### src/rtl/cmpout_pkg.sv
package cmpout_pkg;

  typedef enum logic {
    SRC_DIV = 1'b0,
    SRC_EXT = 1'b1
  } smp_src_e;

  // Filter bypass rule: no count, or internal source with no period.
  function automatic logic filt_bypass(input logic cnt_zero,
                                       input logic per_zero,
                                       input smp_src_e src);
    return cnt_zero || (per_zero && (src == SRC_DIV));
  endfunction

  // Sample source selection: the window enable takes priority.
  function automatic smp_src_e pick_src(input logic win_en,
                                        input logic ext_sel);
    return (ext_sel && !win_en) ? SRC_EXT : SRC_DIV;
  endfunction

endpackage

### src/rtl/cmpout_sync.sv
module cmpout_sync #(
  parameter int STAGES = 2
) (
  input  logic clk,
  input  logic rst_n,
  input  logic d,
  output logic q
);
  logic [STAGES-1:0] chain;

  generate
    if (STAGES == 1) begin : g_one
      always_ff @(posedge clk or negedge rst_n) begin
        if (!rst_n) chain <= '0;
        else        chain <= d;
      end
    end else begin : g_many
      always_ff @(posedge clk or negedge rst_n) begin
        if (!rst_n) chain <= '0;
        else        chain <= {chain[STAGES-2:0], d};
      end
    end
  endgenerate

  assign q = chain[STAGES-1];
endmodule

### src/rtl/cmpout_strobe.sv
module cmpout_strobe
  import cmpout_pkg::*;
#(
  parameter int SYNC_STAGES = 2,
  parameter int PER_W       = 8
) (
  input  logic             clk,
  input  logic             rst_n,
  input  smp_src_e         src,
  input  logic             ext_strobe,
  input  logic [PER_W-1:0] period,
  output logic             evt
);
  localparam logic [PER_W-1:0] ONE_P = PER_W'(1);

  // Next divider count: wraps at period-1, parks at 0 when period is 0.
  function automatic logic [PER_W-1:0] div_next(input logic [PER_W-1:0] cnt,
                                                input logic [PER_W-1:0] per);
    if (per == '0)             return '0;
    else if (cnt >= per - ONE_P) return '0;
    else                       return cnt + ONE_P;
  endfunction

  logic             ext_s;
  logic             ext_d;
  logic             ext_rise;
  logic [PER_W-1:0] div_cnt;
  logic             div_evt;

  cmpout_sync #(.STAGES(SYNC_STAGES)) u_ext_sync (
    .clk  (clk),
    .rst_n(rst_n),
    .d    (ext_strobe),
    .q    (ext_s)
  );

  always_ff @(posedge clk or negedge rst_n) begin
    if (!rst_n) ext_d <= 1'b0;
    else        ext_d <= ext_s;
  end

  assign ext_rise = ext_s && !ext_d;

  always_ff @(posedge clk or negedge rst_n) begin
    if (!rst_n) div_cnt <= '0;
    else        div_cnt <= div_next(div_cnt, period);
  end

  assign div_evt = (period != '0) && (div_cnt == period - ONE_P);

  assign evt = (src == SRC_EXT) ? ext_rise : div_evt;

  AST_EXT_ONE_PER_EDGE: assert property (@(posedge clk) disable iff (!rst_n)
    (evt && src == SRC_EXT) |=> !(evt && src == SRC_EXT));

  AST_DIV_EVT_SPACING: assert property (@(posedge clk) disable iff (!rst_n)
    (div_evt && period > ONE_P) |=> (!div_evt || period != $past(period)));
endmodule

### src/rtl/cmpout_window.sv
module cmpout_window (
  input  logic clk,
  input  logic rst_n,
  input  logic win_en,
  input  logic win_gate,
  input  logic d,
  output logic q
);
  logic held;
  logic track;

  // Track every clock while the window is off, so enabling it starts from the current level.
  assign track = !win_en || win_gate;

  always_ff @(posedge clk or negedge rst_n) begin
    if (!rst_n)     held <= 1'b0;
    else if (track) held <= d;
  end

  assign q = win_en ? held : d;

  AST_WIN_HOLD: assert property (@(posedge clk) disable iff (!rst_n)
    (win_en && !win_gate) |=> (!win_en || $stable(q)));
endmodule

### src/rtl/cmpout_filter.sv
module cmpout_filter #(
  parameter int CNT_W = 3
) (
  input  logic             clk,
  input  logic             rst_n,
  input  logic             bypass,
  input  logic             evt,
  input  logic             d,
  input  logic [CNT_W-1:0] need,
  output logic             q
);
  localparam logic [CNT_W:0] ONE_C = (CNT_W+1)'(1);

  logic [CNT_W:0] run;
  logic [CNT_W:0] run_inc;
  logic           q_reg;
  logic           differs;
  logic           accept;

  // Length of the agreeing run including the present sample.
  function automatic logic [CNT_W:0] run_step(input logic [CNT_W:0] r);
    return r + ONE_C;
  endfunction

  assign differs = (d != q_reg);
  assign run_inc = run_step(run);
  assign accept  = evt && differs && (run_inc >= {1'b0, need});

  always_ff @(posedge clk or negedge rst_n) begin
    if (!rst_n) begin
      q_reg <= 1'b0;
      run   <= '0;
    end else if (bypass) begin
      q_reg <= d;
      run   <= '0;
    end else if (evt) begin
      if (accept) begin
        q_reg <= d;
        run   <= '0;
      end else if (differs) begin
        run <= run_inc;
      end else begin
        run <= '0;
      end
    end
  end

  assign q = bypass ? d : q_reg;

  AST_FLT_MOVES_ON_EVT: assert property (@(posedge clk) disable iff (!rst_n)
    !bypass |=> (bypass || $stable(q_reg) || $past(evt)));

  AST_FLT_RUN_RESTART: assert property (@(posedge clk) disable iff (!rst_n)
    (!bypass && evt && !differs) |=> (run == '0));
endmodule

### src/rtl/cmpout_cond.sv
module cmpout_cond
  import cmpout_pkg::*;
#(
  parameter int SYNC_STAGES = 2,
  parameter int CNT_W       = 3,
  parameter int PER_W       = 8
) (
  input  logic             clk,
  input  logic             rst_n,
  input  logic             cmp_raw,
  input  logic             win_gate,
  input  logic             ext_strobe,
  input  logic             win_en,
  input  logic             ext_sel,
  input  logic [CNT_W-1:0] flt_count,
  input  logic [PER_W-1:0] flt_period,
  output logic             win_out,
  output logic             flt_out
);
  smp_src_e src;
  logic     cmp_s;
  logic     smp_evt;
  logic     bypass;

  assign src    = pick_src(win_en, ext_sel);
  assign bypass = filt_bypass(flt_count == '0, flt_period == '0, src);

  cmpout_sync #(.STAGES(SYNC_STAGES)) u_cmp_sync (
    .clk  (clk),
    .rst_n(rst_n),
    .d    (cmp_raw),
    .q    (cmp_s)
  );

  cmpout_window u_window (
    .clk     (clk),
    .rst_n   (rst_n),
    .win_en  (win_en),
    .win_gate(win_gate),
    .d       (cmp_s),
    .q       (win_out)
  );

  cmpout_strobe #(.SYNC_STAGES(SYNC_STAGES), .PER_W(PER_W)) u_strobe (
    .clk       (clk),
    .rst_n     (rst_n),
    .src       (src),
    .ext_strobe(ext_strobe),
    .period    (flt_period),
    .evt       (smp_evt)
  );

  cmpout_filter #(.CNT_W(CNT_W)) u_filter (
    .clk   (clk),
    .rst_n (rst_n),
    .bypass(bypass),
    .evt   (smp_evt),
    .d     (win_out),
    .need  (flt_count),
    .q     (flt_out)
  );

  AST_WE_BLOCKS_EXT: assert property (@(posedge clk) disable iff (!rst_n)
    (win_en && ext_sel && $stable(flt_period) && flt_period == '0 && flt_count != '0)
      |-> (flt_out == win_out));
endmodule

### config.mk
export PLATFORM = sky130hd
export DESIGN_NAME = cmpout_cond
export DESIGN_NICKNAME = d
export VERILOG_FILES = /design/src/rtl/cmpout_pkg.sv /design/src/rtl/cmpout_sync.sv /design/src/rtl/cmpout_strobe.sv /design/src/rtl/cmpout_window.sv /design/src/rtl/cmpout_filter.sv /design/src/rtl/cmpout_cond.sv
export SDC_FILE = /design/constraint.sdc
export NUM_CORES = 1
export LEC_CHECK = 0
export BUFFER_PORTS_ARGS = -buffer_cell sky130_fd_sc_hd__buf_4
export CAP_MARGIN = 20
export CORE_ASPECT_RATIO = 1.1
export CORE_MARGIN = 10
export CORE_UTILIZATION = 30
export CTS_CLUSTER_DIAMETER = 80
export CTS_CLUSTER_SIZE = 16
export DETAILED_ROUTE_END_ITERATION = 8
export GPL_ROUTABILITY_DRIVEN = 0
export GPL_TIMING_DRIVEN = 0
export MAX_ROUTING_LAYER = met4
export PLACE_DENSITY = 0.57
export SLEW_MARGIN = 20
export SYNTH_ARGS = -nofsm -noshare
export SYNTH_HDL_FRONTEND = slang
export SYNTH_SLANG_ARGS = --single-unit
### constraint.sdc
create_clock -name clk -period 6.54 [get_ports clk]
set_clock_uncertainty 0.15 [all_clocks]
set_input_delay 0.654 -clock clk [delete_from_list [all_inputs] [get_ports clk]]
set_output_delay 0.654 -clock clk [all_outputs]
set_load 0.01 [all_outputs]
==> flow_summary.yaml, run 1 <==
floorplanning:
  die_h_um: 87.4
  die-area_um2: 7100
  number_of_ports_placed_on_the_die_boundary: 20
  row_count: 24
  placeable_area_um2: 3960
  die_w_um: 81.3
  floorplan.initialDensity_pct: 31.2
power:
  cellLeakagePower_nw: 0.690
  power_per_cell_area_nw_per_um2: 269
  fin_total_pwr_uw: 401
  ir_drop_mv: 0.164
yosys:
  ys.warnings.count: 0
  synth_async_sr_flop_share_pct: 100
  synth_edf_count: 0
  synth.distinct_cells: 31
  mappedNetlistArea_um2: 1240
  yosysTopAreaCell: "sky130_fd_sc_hd__dfrtp_1"
  yosysTopAreaCellShare_pct: 38.4
  yosys_register_bits: 19
  syn-num-nets: 152
  largest_cells_by_area_after_synthesis: "sky130_fd_sc_hd__dfrtp_1 38%, sky130_fd_sc_hd__ha_1 14%, sky130_fd_sc_hd__xnor2_1 6.4%, sky130_fd_sc_hd__nor3_1 4.4%, sky130_fd_sc_hd__xor2_1 4.2%"
  post_synth_inst_count: 120
  synth_ff_type: "sky130_fd_sc_hd__dfrtp_1"
  post_synth.cell_area_avg_um2: 10.3
  sequential_share_of_the_synthesized_area_pct: 38.4
detailed_routing:
  routed_via_density: 4.83
  wirelength_um: 2390
  drt.antenna.violating_nets: 0
  num_vias: 941
  post_drt_wl_per_cell_um: 12.2
  route.detailed.drc: 0
  drt_first_pass_iters: 4
  detailedRoute.firstIterationViolations: 35
critical_path:
  worst_ep_arrival_time_ns: 2.63
  worst_setup_sp_type: "input pin"
  worst_setup_path_endpoint: "flt_out"
  ff2ff_setup_slack_ns: 3.89
  cp_data_required_time_ns: 5.74
  path_class: "in -> out"
  worst_setup_path_end_kind: "output pin"
  worstRegToRegCells: 7
  critPathLaunch: "flt_period[0]"
  r2r_start: "u_filter.run[0]"
  worst_r2r_endpoint: "u_filter.run[0]"
  cp_max_fo: 9
global_route:
  grt_pass1_wl_um: 4290
  number_of_antenna_violations_at_the_first_check_in_global_routing: 0
  grt_pass1_vias: 1004
  grt_start_max_net_pins: 20
  globalRoute.totalOverflow: 0
  gr-usage-all-layers_pct: 7.54
sta:
  grt_setup_unrepaired: "false"
  setup-tns-final_ns: 0
  period_minus_slack_ns: 3.44
  fin_crit_sh_pct: 52.6
  setup_viol: 0
  clock.fmax_ghz: 0.291
  timing_worst_slew_pin_value_ns: 0.598
  final_hold_viol_count: 0
  final_max_slew_viol_count: 0
  max_slew_margin_pct: 60.1
final_layout:
  finalInstanceArea_um2: 1490
  reg.largest.list: "u_strobe.div_cnt (8), u_filter.run (4)"
  final_core_utilization_pct: 37.7
  layout-drive-gt1-share_pct: 25.2
  antenna_cells: 0
  area_growth_syn_to_layout_pct: 20.5
  max_flop_register: "u_strobe.div_cnt"
  largest_register_ff_count: 8
  nNetsFinal: 176
clocking:
  tritoncts: "built"
  postCtsSetupBuffers: 0
  clock_insertion_delay_worst_skew_ns: 0.25
  cts_inserted_buffers: 3
  cts-root-buf: "sky130_fd_sc_hd__clkbuf_8"
  numClockSinks: 19
  h-tree-depth: 1
  cts.clk_slew.worst_paths_ns: 0.07
  clk_path_buf_depth: 2
  hold_buffers: 0
  post_cts.resized_instances: 0
run:
  maxCapViolCount: 0
placement:
  detailedPlacementHpwl_um: 1960
  place_area_um2: 1450
  place.port_buffers: 19
status:
  status: "completed"
min_path:
  worstHoldPathType: "in -> async"
==> kinds of logic after synthesis <==
logic type | synth area share, %
multiplexers | 3.94
buffers and inverters | 1.82
AND/OR/NAND/NOR | 24.7
XOR/XNOR | 10.6
AO/OA/AOI/OAI | 6.36
adder cells (fa/ha/maj) | 14.1
flip-flops | 38.4
==> metrics by stage <==
step	setup slack (ns)	hold slack [ns]	cells
3_5_place_dp	3.08	0.190	191
4_1_cts	3.07	0.117	195
6_report	3.10	0.114	195
2_1_floorplan	3.42	0.181	120
5_1_grt	2.95	0.117	195
3_3_place_gp	3.12	0.183	191
==> worst min path at each step <==
stage,endpoint,cells after the start,start,slack (ns)
after global routing,u_cmp_sync.chain[0],1,rst_n,0.12
after floorplan,u_cmp_sync.chain[1],0,u_cmp_sync.chain[0],0.18
after CTS,u_cmp_sync.chain[0],1,rst_n,0.12
after detailed placement,u_strobe.u_ext_sync.chain[1],0,u_strobe.u_ext_sync.chain[0],0.19
final,u_strobe.div_cnt[0],1,rst_n,0.11
after global placement,u_cmp_sync.chain[1],0,u_cmp_sync.chain[0],0.18
==> cell type report <==
class                      instances  area, um2
timing repair buffer              19        143
sequential                        19        475
fill                             424       2470
clock inverter                     1       5.00
clock buffer                       3       41.3
tap                               52       65.1
multi-input combinational         95        741
inverter                           6       22.5
==> layout by cell type, fill, tap and decap left out <==
master,count
sky130_fd_sc_hd__nand4_1,2
sky130_fd_sc_hd__or4b_4,1
sky130_fd_sc_hd__a21boi_1,1
sky130_fd_sc_hd__xnor2_1,9
sky130_fd_sc_hd__a21oi_2,1
sky130_fd_sc_hd__dfrtp_1,19
sky130_fd_sc_hd__clkbuf_8,3
sky130_fd_sc_hd__nand2_1,5
sky130_fd_sc_hd__nor3_1,11
sky130_fd_sc_hd__ha_1,14
sky130_fd_sc_hd__nor4_1,3
sky130_fd_sc_hd__nand2b_1,1
sky130_fd_sc_hd__nor2_1,5
sky130_fd_sc_hd__nand3_1,8
sky130_fd_sc_hd__xor2_1,6
sky130_fd_sc_hd__clkinv_2,1
sky130_fd_sc_hd__o21ai_2,1
sky130_fd_sc_hd__and3_2,1
sky130_fd_sc_hd__or3b_2,1
sky130_fd_sc_hd__a31oi_4,1
sky130_fd_sc_hd__or2_2,1
sky130_fd_sc_hd__nor2b_1,3
sky130_fd_sc_hd__inv_1,6
sky130_fd_sc_hd__o21a_1,1
sky130_fd_sc_hd__buf_4,19
sky130_fd_sc_hd__nor3b_1,3
sky130_fd_sc_hd__a21oi_1,2
sky130_fd_sc_hd__mux2_4,1
sky130_fd_sc_hd__and3_1,2
sky130_fd_sc_hd__nand4b_1,3
sky130_fd_sc_hd__or4_4,1
sky130_fd_sc_hd__mux2_2,3
sky130_fd_sc_hd__or2b_2,1
sky130_fd_sc_hd__o21ai_0,3
==> critical path, cell delays in order <==
cell	delay [ns]
sky130_fd_sc_hd__buf_4	0.11
sky130_fd_sc_hd__inv_1	0.10
sky130_fd_sc_hd__ha_1	0.21
sky130_fd_sc_hd__or4b_4	0.49
sky130_fd_sc_hd__nor4_1	0.39
sky130_fd_sc_hd__a21oi_2	0.22
sky130_fd_sc_hd__mux2_2	0.32
sky130_fd_sc_hd__buf_4	0.14
==> routing by layer <==
layer	vias up	global-route usage (%)	share of wire [%]
met2	8	14.1	56
met3	0	2.48	3.5
met4	0	0.472	0
met1	454	7.72	40
met5	-	-	0
li1	479	-	-
==> cells in the mapped netlist (2+ instances only) <==
| master | count |
|---|---|
| sky130_fd_sc_hd__nand4_1 | 2 |
| sky130_fd_sc_hd__mux2_2 | 3 |
| sky130_fd_sc_hd__nand3_1 | 8 |
| sky130_fd_sc_hd__inv_1 | 6 |
| sky130_fd_sc_hd__nand4b_1 | 3 |
| sky130_fd_sc_hd__dfrtp_1 | 19 |
| sky130_fd_sc_hd__o21ai_0 | 3 |
| sky130_fd_sc_hd__and3_1 | 2 |
| sky130_fd_sc_hd__xnor2_1 | 9 |
| sky130_fd_sc_hd__ha_1 | 14 |
| sky130_fd_sc_hd__nor3b_1 | 3 |
| sky130_fd_sc_hd__xor2_1 | 6 |
| sky130_fd_sc_hd__nor2b_1 | 3 |
| sky130_fd_sc_hd__nor4_1 | 3 |
| sky130_fd_sc_hd__nor2_1 | 5 |
| sky130_fd_sc_hd__nand2_1 | 5 |
| sky130_fd_sc_hd__nor3_1 | 11 |
| sky130_fd_sc_hd__a21oi_1 | 2 |
==> power by group <==
| group | internal, mW | total (mW) | switching [mW] |
|---|---|---|---|
| combinational | 0.0751 | 0.146 | 0.0708 |
| clock | 0.0422 | 0.0782 | 0.0360 |
| sequential | 0.146 | 0.177 | 0.0308 |
Power figures use the tool's default switching activity.
==> inputs of run 2 (changes only) <==
Settings changed: ABC_AREA set to 1.
Clock period 6.54 ns to 3.46 ns, I/O delays scaled along.
==> flow_summary.yaml, run 2 <==
sta:
  final_hold_viol_count: 0
  setup_viol: 0
  clock.fmax_ghz: 0.440
  grt_setup_unrepaired: "false"
  period_minus_slack_ns: 2.28
  fin_crit_sh_pct: 65.8
  timing_worst_slew_pin_value_ns: 0.413
  final_max_slew_viol_count: 0
  setup-tns-final_ns: 0
  max_slew_margin_pct: 72.2
detailed_routing:
  detailedRoute.firstIterationViolations: 39
  route.met2.wl_um: 1050
  route.detailed.drc: 0
  post_drt_wl_per_cell_um: 10.2
  drt.antenna.violating_nets: 0
  drt_first_pass_iters: 4
  top_routing_layer_in_use: "met4"
  num_vias: 1008
  wirelength_um: 2390
  routed_wire_length_on_met3_um: 96
  routed_via_density: 4.33
  wl_met1_um: 1190
yosys:
  synth_async_sr_flop_share_pct: 100
  synth_ff_type: "sky130_fd_sc_hd__dfrtp_1"
  yosysTopAreaCellShare_pct: 36.9
  yosysTopAreaCell: "sky130_fd_sc_hd__dfrtp_1"
  sequential_share_of_the_synthesized_area_pct: 36.9
  yosys_register_bits: 19
  post_synth.cell_area_avg_um2: 8.21
  yosys.cell_count.top_type: "sky130_fd_sc_hd__nand2_1"
  largest_cells_by_area_after_synthesis: "sky130_fd_sc_hd__dfrtp_1 37%, sky130_fd_sc_hd__ha_1 14%, sky130_fd_sc_hd__nand2_1 8.2%, sky130_fd_sc_hd__nor2_1 6.7%, sky130_fd_sc_hd__inv_1 6.4%"
  top_post_synthesis_cells_by_count: "28 x sky130_fd_sc_hd__nand2_1, 23 x sky130_fd_sc_hd__nor2_1, 22 x sky130_fd_sc_hd__inv_1, 19 x sky130_fd_sc_hd__dfrtp_1, 14 x sky130_fd_sc_hd__ha_1"
  ys.warnings.count: 0
  synth_edf_count: 0
  syn-num-nets: 189
  mappedNetlistArea_um2: 1290
  synth.distinct_cells: 24
  post_synth_inst_count: 157
clocking:
  post_cts.resized_instances: 0
  tritoncts: "built"
  cts_inserted_buffers: 3
  cts-root-buf: "sky130_fd_sc_hd__clkbuf_8"
  clk_path_buf_depth: 2
  h-tree-depth: 1
  clock_insertion_delay_worst_skew_ns: 0.25
  cts.clk_slew.worst_paths_ns: 0.07
  numClockSinks: 19
  postCtsSetupBuffers: 0
final_layout:
  largest_register_ff_count: 8
  most-common-layout-cells: "28 x sky130_fd_sc_hd__nand2_1, 23 x sky130_fd_sc_hd__nor2_1, 22 x sky130_fd_sc_hd__inv_1"
  final_core_utilization_pct: 38.3
  final_common_cell: "sky130_fd_sc_hd__nand2_1"
  finalInstanceArea_um2: 1550
  fillers: 436
  layout-drive-gt1-share_pct: 20.4
  max_flop_register: "u_strobe.div_cnt"
  antenna_cells: 0
  area_growth_syn_to_layout_pct: 20.5
  nNetsFinal: 214
  reg.largest.list: "u_strobe.div_cnt (8), u_filter.run (4)"
power:
  ir_drop_mv: 0.233
  sequentialPowerShare_pct: 43.8
  power_per_cell_area_nw_per_um2: 466
  cellLeakagePower_nw: 0.803
  power.clock.fraction_pct: 20.8
  power_report.internal_total_uw: 468
  power_frac_comb_pct: 35.5
  fin_total_pwr_uw: 724
  switching_share_pct: 35.3
  net-switching-power_uw: 256
floorplanning:
  row_count: 24
  floorplan.initialDensity_pct: 31.8
  die-area_um2: 7320
  placeable_area_um2: 4050
  die_h_um: 88.7
  die_w_um: 82.5
  number_of_ports_placed_on_the_die_boundary: 20
critical_path:
  cp_data_required_time_ns: 3.46
  cp_max_fo: 4
  worst_setup_path_end_kind: "flop"
  worstRegToRegCells: 10
  ff2ff_setup_slack_ns: 1.55
  worst_setup_sp_type: "input pin"
  path_class: "in -> reg"
  worst_ep_arrival_time_ns: 2.27
global_route:
  gr-usage-all-layers_pct: 7.71
  globalRoute.totalOverflow: 0
  grt_pass1_vias: 1040
  grt_pass1_wl_um: 4350
  number_of_antenna_violations_at_the_first_check_in_global_routing: 0
  grt_start_max_net_pins: 20
placement:
  place_area_um2: 1500
  place.port_buffers: 19
  detailedPlacementHpwl_um: 1960
run:
  maxCapViolCount: 0
status:
  status: "completed"
min_path:
  min_path_cells: 1
  worstHoldPathType: "in -> reg"
==> run 2: cell families after synthesis <==
| logic type | after synthesis | synth area share, % |
|---|---|---|
| multiplexers | 1 | 0.874 |
| flip-flops | 19 | 36.9 |
| XOR/XNOR | 13 | 9.42 |
| adder cells (fa/ha/maj) | 14 | 13.6 |
| AO/OA/AOI/OAI | 10 | 5.73 |
| buffers and inverters | 25 | 7.28 |
| AND/OR/NAND/NOR | 75 | 26.2 |
==> run 2: path summary, 6_finish.rpt <==
kind | start | endpoint
setup reg to reg | u_filter.run[0] | u_filter.q_reg
hold reg to reg | u_cmp_sync.chain[0] | u_cmp_sync.chain[1]
hold / removal | cmp_raw | u_cmp_sync.chain[0]
max in group asynchronous | rst_n | u_strobe.div_cnt[3]
min in group asynchronous | rst_n | u_cmp_sync.chain[0]
setup / recovery | flt_period[0] | u_filter.q_reg
==> run 2: power by group through the flow <==
stage | Clock (mW) | Combinational (mW) | Sequential, mW
6_report | 0.150 | 0.257 | 0.317
4_1_cts | 0.159 | 0.263 | 0.317
3_5_place_dp | 0 | 0.261 | 0.321
5_1_grt | 0.172 | 0.310 | 0.324
2_1_floorplan | 0 | 0.198 | 0.307
3_3_place_gp | 0 | 0.255 | 0.320
==> run 2: area by class of cell <==
type / count / area, um2 / area share [%]
clock buffers: 3 / 41.3 / 2.66
clock inverters: 1 / 5.00 / 0.322
inverters: 25 / 93.8 / 6.04
multi-input cells: 113 / 719 / 46.3
flip-flops and latches: 19 / 475 / 30.6
well taps: 52 / 65.1 / 4.19
repair buffers: 20 / 153 / 9.83
==> run 2: timing repair <==
item | 4_1_cts | 5_1_grt
endpoints found under the setup margin | 0 | 0
endpoints found under the hold margin | 19 | 0
hold buffers | 1 | 0
==> run 2: routing by layer <==
metal | vias up | track usage [%]
li1 | 548 | -
met3 | 2 | 1.32
met4 | 0 | 4.11
met2 | 13 | 11.6
met5 | - | -
met1 | 445 | 9.55
==> run 2: critical path: stages <==
cell and delay (ns):
sky130_fd_sc_hd__buf_4 0.11, sky130_fd_sc_hd__inv_1 0.11, sky130_fd_sc_hd__ha_1 0.21, sky130_fd_sc_hd__nand2_2 0.11, sky130_fd_sc_hd__nor2_1 0.12, sky130_fd_sc_hd__xor2_1 0.16
sky130_fd_sc_hd__inv_1 0.06, sky130_fd_sc_hd__ha_1 0.26, sky130_fd_sc_hd__nand2_1 0.06, sky130_fd_sc_hd__nor2_1 0.17, sky130_fd_sc_hd__nand3_1 0.13, sky130_fd_sc_hd__o21bai_2 0.20
sky130_fd_sc_hd__nand3_1 0.10, sky130_fd_sc_hd__nand3_1 0.08, sky130_fd_sc_hd__nand2_1 0.05
==> run 2: through the flow <==
| stage | instances | worst slack (ns) | hold slack [ns] |
|---|---|---|---|
| floorplan | 157 | 1.23 | -0.0996 |
| finish | 233 | 1.18 | 0.0445 |
| global placement | 228 | 0.912 | 0.0871 |
| global route | 233 | 0.959 | 0.0262 |
| detailed placement | 228 | 0.895 | 0.0905 |
| CTS | 233 | 1.16 | 0.0374 |
